### config.mk
export PLATFORM = sky130hd
export DESIGN_NAME = vpw_symbol_classifier
export DESIGN_NICKNAME = d
export VERILOG_FILES = /design/src/rtl/vpw_rx_pkg.sv /design/src/rtl/vpw_pulse_timer.sv /design/src/rtl/vpw_pulse_decoder.sv /design/src/rtl/vpw_symbol_classifier.sv
export SDC_FILE = /design/constraint.sdc
export NUM_CORES = 1
export LEC_CHECK = 0
export CAP_MARGIN = 15
export CORE_UTILIZATION = 45
export DETAILED_ROUTE_END_ITERATION = 16
export DONT_BUFFER_PORTS = 1
export GPL_TIMING_DRIVEN = 0
export SYNTH_ARGS = -nofsm -noshare
export SYNTH_HDL_FRONTEND = slang
export SYNTH_SLANG_ARGS = --single-unit
### constraint.sdc
create_clock -name clk -period 1.92 [get_ports clk]
set_input_delay 0.288 -clock clk [delete_from_list [all_inputs] [get_ports clk]]
set_output_delay 0.288 -clock clk [all_outputs]
set_load 0.02 [all_outputs]
### src/rtl/vpw_rx_pkg.sv
package vpw_rx_pkg;

  typedef enum logic [2:0] {
    SYM_SHORT = 3'd0,
    SYM_LONG  = 3'd1,
    SYM_SOF   = 3'd2,
    SYM_BREAK = 3'd3,
    SYM_EOF   = 3'd4,
    SYM_ERR   = 3'd5
  } vpw_sym_e;

  typedef enum logic {
    ST_HUNT  = 1'b0,
    ST_FRAME = 1'b1
  } vpw_state_e;

endpackage

### src/rtl/vpw_pulse_timer.sv
module vpw_pulse_timer #(
  parameter int CNT_W = 8
) (
  input  logic             clk,
  input  logic             rst_n,
  input  logic             rx_active,
  input  logic             tick_us,
  output logic             level_q,
  output logic             edge_det,
  output logic [CNT_W-1:0] cnt_q,
  output logic [CNT_W-1:0] cnt_next,
  output logic             cnt_step
);

  localparam logic [CNT_W-1:0] CNT_MAX = {CNT_W{1'b1}};

  logic lvl_en;

  always_comb begin
    edge_det = rx_active ^ level_q;
    lvl_en   = edge_det;
    cnt_step = 1'b0;
    cnt_next = cnt_q;
    if (edge_det) begin
      cnt_next = '0;
    end else if (tick_us && (cnt_q != CNT_MAX)) begin
      cnt_step = 1'b1;
      cnt_next = cnt_q + 1'b1;
    end
  end

  always_ff @(posedge clk or negedge rst_n) begin
    if (!rst_n) begin
      level_q <= 1'b0;
      cnt_q   <= '0;
    end else begin
      if (lvl_en) level_q <= rx_active;
      if (edge_det || cnt_step) cnt_q <= cnt_next;
    end
  end


  cnt_clear_chk: assert property (@(posedge clk) disable iff (!rst_n)
    edge_det |=> (cnt_q == '0));


  cnt_sat_chk: assert property (@(posedge clk) disable iff (!rst_n)
    (cnt_q == CNT_MAX && !edge_det) |=> (cnt_q == CNT_MAX));

endmodule

### src/rtl/vpw_pulse_decoder.sv
module vpw_pulse_decoder
  import vpw_rx_pkg::*;
#(
  parameter int CNT_W     = 8,
  parameter int SHORT_MIN = 34,
  parameter int LONG_MIN  = 96,
  parameter int SOF_MIN   = 163,
  parameter int BRK_MIN   = 240
) (
  input  logic             ended_active,
  input  logic [CNT_W-1:0] width,
  input  logic             in_frame,
  output logic             dec_valid,
  output vpw_sym_e         dec_code,
  output logic             dec_bit,
  output logic             dec_frame
);

  localparam logic [CNT_W-1:0] T_SHORT = CNT_W'(SHORT_MIN);
  localparam logic [CNT_W-1:0] T_LONG  = CNT_W'(LONG_MIN);
  localparam logic [CNT_W-1:0] T_SOF   = CNT_W'(SOF_MIN);
  localparam logic [CNT_W-1:0] T_BRK   = CNT_W'(BRK_MIN);

  logic is_short, is_long, is_sof;

  always_comb begin
    is_short = (width >= T_SHORT) && (width < T_LONG);
    is_long  = (width >= T_LONG)  && (width < T_SOF);
    is_sof   = (width >= T_SOF)   && (width < T_BRK);

    dec_valid = 1'b0;
    dec_code  = SYM_SHORT;
    dec_bit   = 1'b0;
    dec_frame = 1'b0;
    if (!in_frame) begin
      if (ended_active && is_sof) begin
        dec_valid = 1'b1;
        dec_code  = SYM_SOF;
        dec_frame = 1'b1;
      end
    end else if (is_short) begin
      dec_valid = 1'b1;
      dec_code  = SYM_SHORT;
      dec_bit   = ended_active;
      dec_frame = 1'b1;
    end else if (is_long) begin
      dec_valid = 1'b1;
      dec_code  = SYM_LONG;
      dec_bit   = ~ended_active;
      dec_frame = 1'b1;
    end else if (is_sof && ended_active) begin
      dec_valid = 1'b1;
      dec_code  = SYM_SOF;
      dec_frame = 1'b1;
    end else begin
      dec_valid = 1'b1;
      dec_code  = SYM_ERR;
    end
  end

endmodule

### src/rtl/vpw_symbol_classifier.sv
module vpw_symbol_classifier
  import vpw_rx_pkg::*;
#(
  parameter int CNT_W     = 8,
  parameter int SHORT_MIN = 34,
  parameter int LONG_MIN  = 96,
  parameter int SOF_MIN   = 163,
  parameter int BRK_MIN   = 240,
  parameter int EOF_MIN   = 239
) (
  input  logic       clk,
  input  logic       rst_n,
  input  logic       rx_active,
  input  logic       tick_us,
  output logic       sym_valid,
  output logic [2:0] sym_code,
  output logic       sym_bit,
  output logic       break_flag
);

  localparam logic [CNT_W-1:0] T_BRK = CNT_W'(BRK_MIN);
  localparam logic [CNT_W-1:0] T_EOF = CNT_W'(EOF_MIN);

  logic             level_q, edge_det, cnt_step;
  logic [CNT_W-1:0] cnt_q, cnt_next;
  logic             dec_valid, dec_bit, dec_frame;
  vpw_sym_e         dec_code;

  vpw_state_e state_q, state_d;
  vpw_sym_e   code_q, code_d;
  logic       valid_q, valid_d, bit_q, bit_d, brk_q, brk_d;

  vpw_pulse_timer #(.CNT_W(CNT_W)) u_timer (
    .clk       (clk),
    .rst_n     (rst_n),
    .rx_active (rx_active),
    .tick_us   (tick_us),
    .level_q   (level_q),
    .edge_det  (edge_det),
    .cnt_q     (cnt_q),
    .cnt_next  (cnt_next),
    .cnt_step  (cnt_step)
  );

  vpw_pulse_decoder #(
    .CNT_W(CNT_W), .SHORT_MIN(SHORT_MIN), .LONG_MIN(LONG_MIN),
    .SOF_MIN(SOF_MIN), .BRK_MIN(BRK_MIN)
  ) u_decoder (
    .ended_active (level_q),
    .width        (cnt_q),
    .in_frame     (state_q == ST_FRAME),
    .dec_valid    (dec_valid),
    .dec_code     (dec_code),
    .dec_bit      (dec_bit),
    .dec_frame    (dec_frame)
  );

  always_comb begin
    valid_d = 1'b0;
    code_d  = SYM_SHORT;
    bit_d   = 1'b0;
    brk_d   = brk_q;
    state_d = state_q;
    if (edge_det) begin
      brk_d   = 1'b0;
      state_d = dec_frame ? ST_FRAME : ST_HUNT;
      if (dec_valid) begin
        valid_d = 1'b1;
        code_d  = dec_code;
        bit_d   = dec_bit;
      end
    end else if (cnt_step) begin
      if (level_q && (cnt_next == T_BRK)) begin
        valid_d = 1'b1;
        code_d  = SYM_BREAK;
        brk_d   = 1'b1;
        state_d = ST_HUNT;
      end else if (!level_q && (cnt_next == T_EOF) && (state_q == ST_FRAME)) begin
        valid_d = 1'b1;
        code_d  = SYM_EOF;
        state_d = ST_HUNT;
      end
    end
  end

  always_ff @(posedge clk or negedge rst_n) begin
    if (!rst_n) begin
      state_q <= ST_HUNT;
      valid_q <= 1'b0;
      code_q  <= SYM_SHORT;
      bit_q   <= 1'b0;
      brk_q   <= 1'b0;
    end else begin
      state_q <= state_d;
      valid_q <= valid_d;
      code_q  <= code_d;
      bit_q   <= bit_d;
      brk_q   <= brk_d;
    end
  end

  assign sym_valid  = valid_q;
  assign sym_code   = code_q;
  assign sym_bit    = bit_q;
  assign break_flag = brk_q;


  brk_rise_chk: assert property (@(posedge clk) disable iff (!rst_n)
    $rose(break_flag) |-> (sym_valid && code_q == SYM_BREAK));


  brk_level_chk: assert property (@(posedge clk) disable iff (!rst_n)
    break_flag |-> level_q);


  sof_open_chk: assert property (@(posedge clk) disable iff (!rst_n)
    (sym_valid && code_q == SYM_SOF) |-> (state_q == ST_FRAME));


  close_hunt_chk: assert property (@(posedge clk) disable iff (!rst_n)
    (sym_valid && (code_q == SYM_EOF || code_q == SYM_BREAK || code_q == SYM_ERR))
      |-> (state_q == ST_HUNT));


  idle_zero_chk: assert property (@(posedge clk) disable iff (!rst_n)
    !sym_valid |-> (sym_code == 3'd0 && !sym_bit));

endmodule

==> out/qor.txt <==
Fin crit share - 1.04
Post-route DRC - 0
HP Start - rx_active
Ys flop type - dfrtp_1
Critical Path Max Stage Delay - 510 ps
Failing checks - negative setup slack
R2R depth - 7
Warnings, synthesis - 0
WL per Instance - 14.8 um
Routability Congestion - 0.849
Layout cells sized above 1 - 0.333
Avg Cell Area, Syn - 9.38 um^2
HP Class - in2reg
Crit. Startpoint - u_timer.cnt_q[1]
Largest delay share family, worst path - simple AND/OR/NAND/NOR gates
Hold Crit Depth - 1
Initial antenna violation count - 0
Syn Inst Count - 101
Top Ports - 10
Worst-margin pin slew - 718 ps
Worst reg2reg path endpoint - sym_code[1]
Buf/Inv on CP - 1
TritonCTS Buffers - 3
Pleak - 0.000532 uW
CP cell instances - ha_4 -> inv_2 -> o31ai_4 -> mux2i_1 -> or4_4 -> or2_4 -> nand2_1
Via density - 5.49
Max Clock Skew - 8.53 ps
Async SR Flop Fraction - 1.00
Max Fclk - 0.499 GHz
Initial DRC Count - 25
Die Y - 47.9 um
Slew Viols, Final - 0
Final min period - 2000 ps
Hold Crit Endpoint - u_timer.level_q
Crit path kind - reg2reg
Worst Path Required - 2150 ps
Final instance area - 1200 um^2
RSZ-0062 raised after global routing - true
Final WL - 2130 um
Die area - 2290 um^2
Final HPWL DP - 1370 um
CP Launch Type - flip-flop
Final #Nets - 124
Filler cells - 175
Crit path DAT - 2240 ps
GRT Residual Overflow - 0
CP max-delay cell - or4_4
# rows - 16
Clock sink count - 16
Clk slew on worst S/H paths - 100 ps
GR Util All Layers - 0.205
Outcome - finished with violations
CP endpoint kind - flip-flop
Final ANT Viol Nets - 0
Worst slack, placed - -277 ps
Initial cell density of the core - 0.483
Pin count of the biggest net entering global routing - 17
Maximum VDD drop - 0.446 mV
Core ar. - 1960 um^2
Number of antenna diodes - 0
Syn Std Cell Area - 947 um^2
Max-cap viol count - 0
Slew margin rel. - 0.519
First-pass GRT wire length - 3220 um
CTS H-tree lvls - 1
Syn-to-layout area delta - 26.9%
Setup tns final - -415 ps
PortBufs - 0
Die Width - 47.9 um
CTS tree - built
Vias in the first global route - 712
Post-synth EDFFs - 0
Final Hold Fails - 0
Sequential area share after synthesis - 0.423
Placed cell areas - 998 um^2
Critical path fanouts, max - 5
Final setup viols - 6
Worst skew pair latency - 290 ps
R2R Path Start - u_timer.cnt_q[1]
Clk buf depth - 2
Distinct cells, synth - 40
Post-Syn Nets - 107
Pre-Repair DR Iteration Count - 4
Flop-to-flop setup slack - -80 ps
PwrDens - 569 nW/um^2
Routed via count - 791
Yosys reg bits - 16
Clock root buffer - clkbuf_4
Setup ws final - -83.2 ps
[state kept, by name (all words and copies together), names as in the netlist]
register and count:
state_q 1, sym_bit 1, sym_code 3, u_timer.level_q 1, break_flag 1, u_timer.cnt_q 8
sym_valid 1
[report_power, final]
part | switching, uW | total [uW] | internal (uW) | leakage (uW)
registers | 7.76 | 353 | 345 | 0.000212
logic | 54.4 | 104 | 49.5 | 0.000299
clock network | 112 | 227 | 116 | 0.0000210
total | 174 | 684 | 510 | 0.000532
[metrics by stage]
stage,instances,hold WS [ps],power [uW],utilization
2_1_floorplan,101,-7.59,403,-
3_3_place_gp,128,-7.11,416,0.509
3_5_place_dp,128,-7.12,416,0.509
4_1_cts,141,86.0,676,0.594
5_1_grt,144,89.8,716,0.613
6_report,144,80.6,684,0.613
[metal layers]
layer,track usage,vias to the layer above,share of wire
li1,-,393,-
met1,0.308,371,0.47
met3,0.0264,5,0.049
met4,0.0667,0,0.018
met5,0,-,0
met2,0.303,22,0.47
[layout by cell type, fill, tap and decap left out, drive strengths merged]
cell and n:
mux2i 2, nor3b 1, o22a 2, o22ai 2
xor2 1, o2111ai 1, nand3 9, o41a 1
nor4 1, nand2 13, dfrtp 16, and2 2
o21ai 2, or3 1, nand4 1, o211ai 1
ha 2, o311a 2, a211oi 1, inv 7
or4 1, or2 2, xnor2 4, a211o 1
nand2b 2, a21oi 3, and3 1, o21bai 1
o31ai 1, and4 2, buf 14, o21a 1
nand3b 1, nor3 2, clkbuf 5, nor2 7
dlygate4sd3 1
[timing repair]
action                                 4_1_cts  5_1_grt
resized for setup                           14        5
hold buffers                                 1        0
setup endpoints to repair                    5        6
setup buffers                                8        3
pin swaps                                    8        3
endpoints found under the hold margin       16        0
[cell type report]
| type | count | area, um^2 | area share |
|---|---|---|---|
| Multi-Input combinational cell | 74 | 583 | 0.485 |
| Sequential cell | 16 | 407 | 0.338 |
| Timing Repair Buffer | 12 | 92.6 | 0.0770 |
| Clock buffer | 4 | 36.3 | 0.0302 |
| Tap cell | 27 | 33.8 | 0.0281 |
| Inverter | 7 | 26.3 | 0.0219 |
| Buffer | 4 | 23.8 | 0.0198 |
[worst register-to-register path, stage by stage (launching register included)]
cell and delay [ps]:
dfrtp_2 400, ha_4 170, inv_2 60, o31ai_4 320
mux2i_1 160, or4_4 510, or2_4 260, nand2_1 70
[cells in the mapped netlist, types with 2 or more instances]
cell      number  area [um^2]
nor2_1         7         26.3
inv_1          6         22.5
o22a_1         2         17.5
o22ai_1        2         12.5
mux2i_1        2         20.0
and4_1         2         17.5
nand3_1        7         35.0
nand2_1       13         48.8
a21oi_1        3         15.0
ha_1           2         25.0
o21ai_0        2         10.0
buf_2          3         15.0
o311a_1        2         20.0
or2_1          2         12.5
and2_1         2         12.5
nand2b_1       2         12.5
dfrtp_1       16          400
xnor2_1        3         26.3
nor3_1         2         10.0
[worst max-delay path by stage]
stage / endpoint / cells past startpoint
finish: sym_code[1] / 7
global route: sym_code[1] / 7
CTS: sym_code[1] / 7
detailed placement: sym_code[1] / 6
global placement: sym_code[1] / 6
floorplan: sym_code[1] / 7
[cell families after synthesis]
logic type / Yosys count / synth area share
adder cells (fa/ha/maj): 2 / 0.0264
AO/OA/AOI/OAI: 19 / 0.164
XOR/XNOR: 5 / 0.0542
flip-flops: 16 / 0.423
AND/OR/NAND/NOR: 46 / 0.264
buffers and inverters: 11 / 0.0475
multiplexers: 2 / 0.0211
Note: power is estimated with default switching activity, not from simulation.
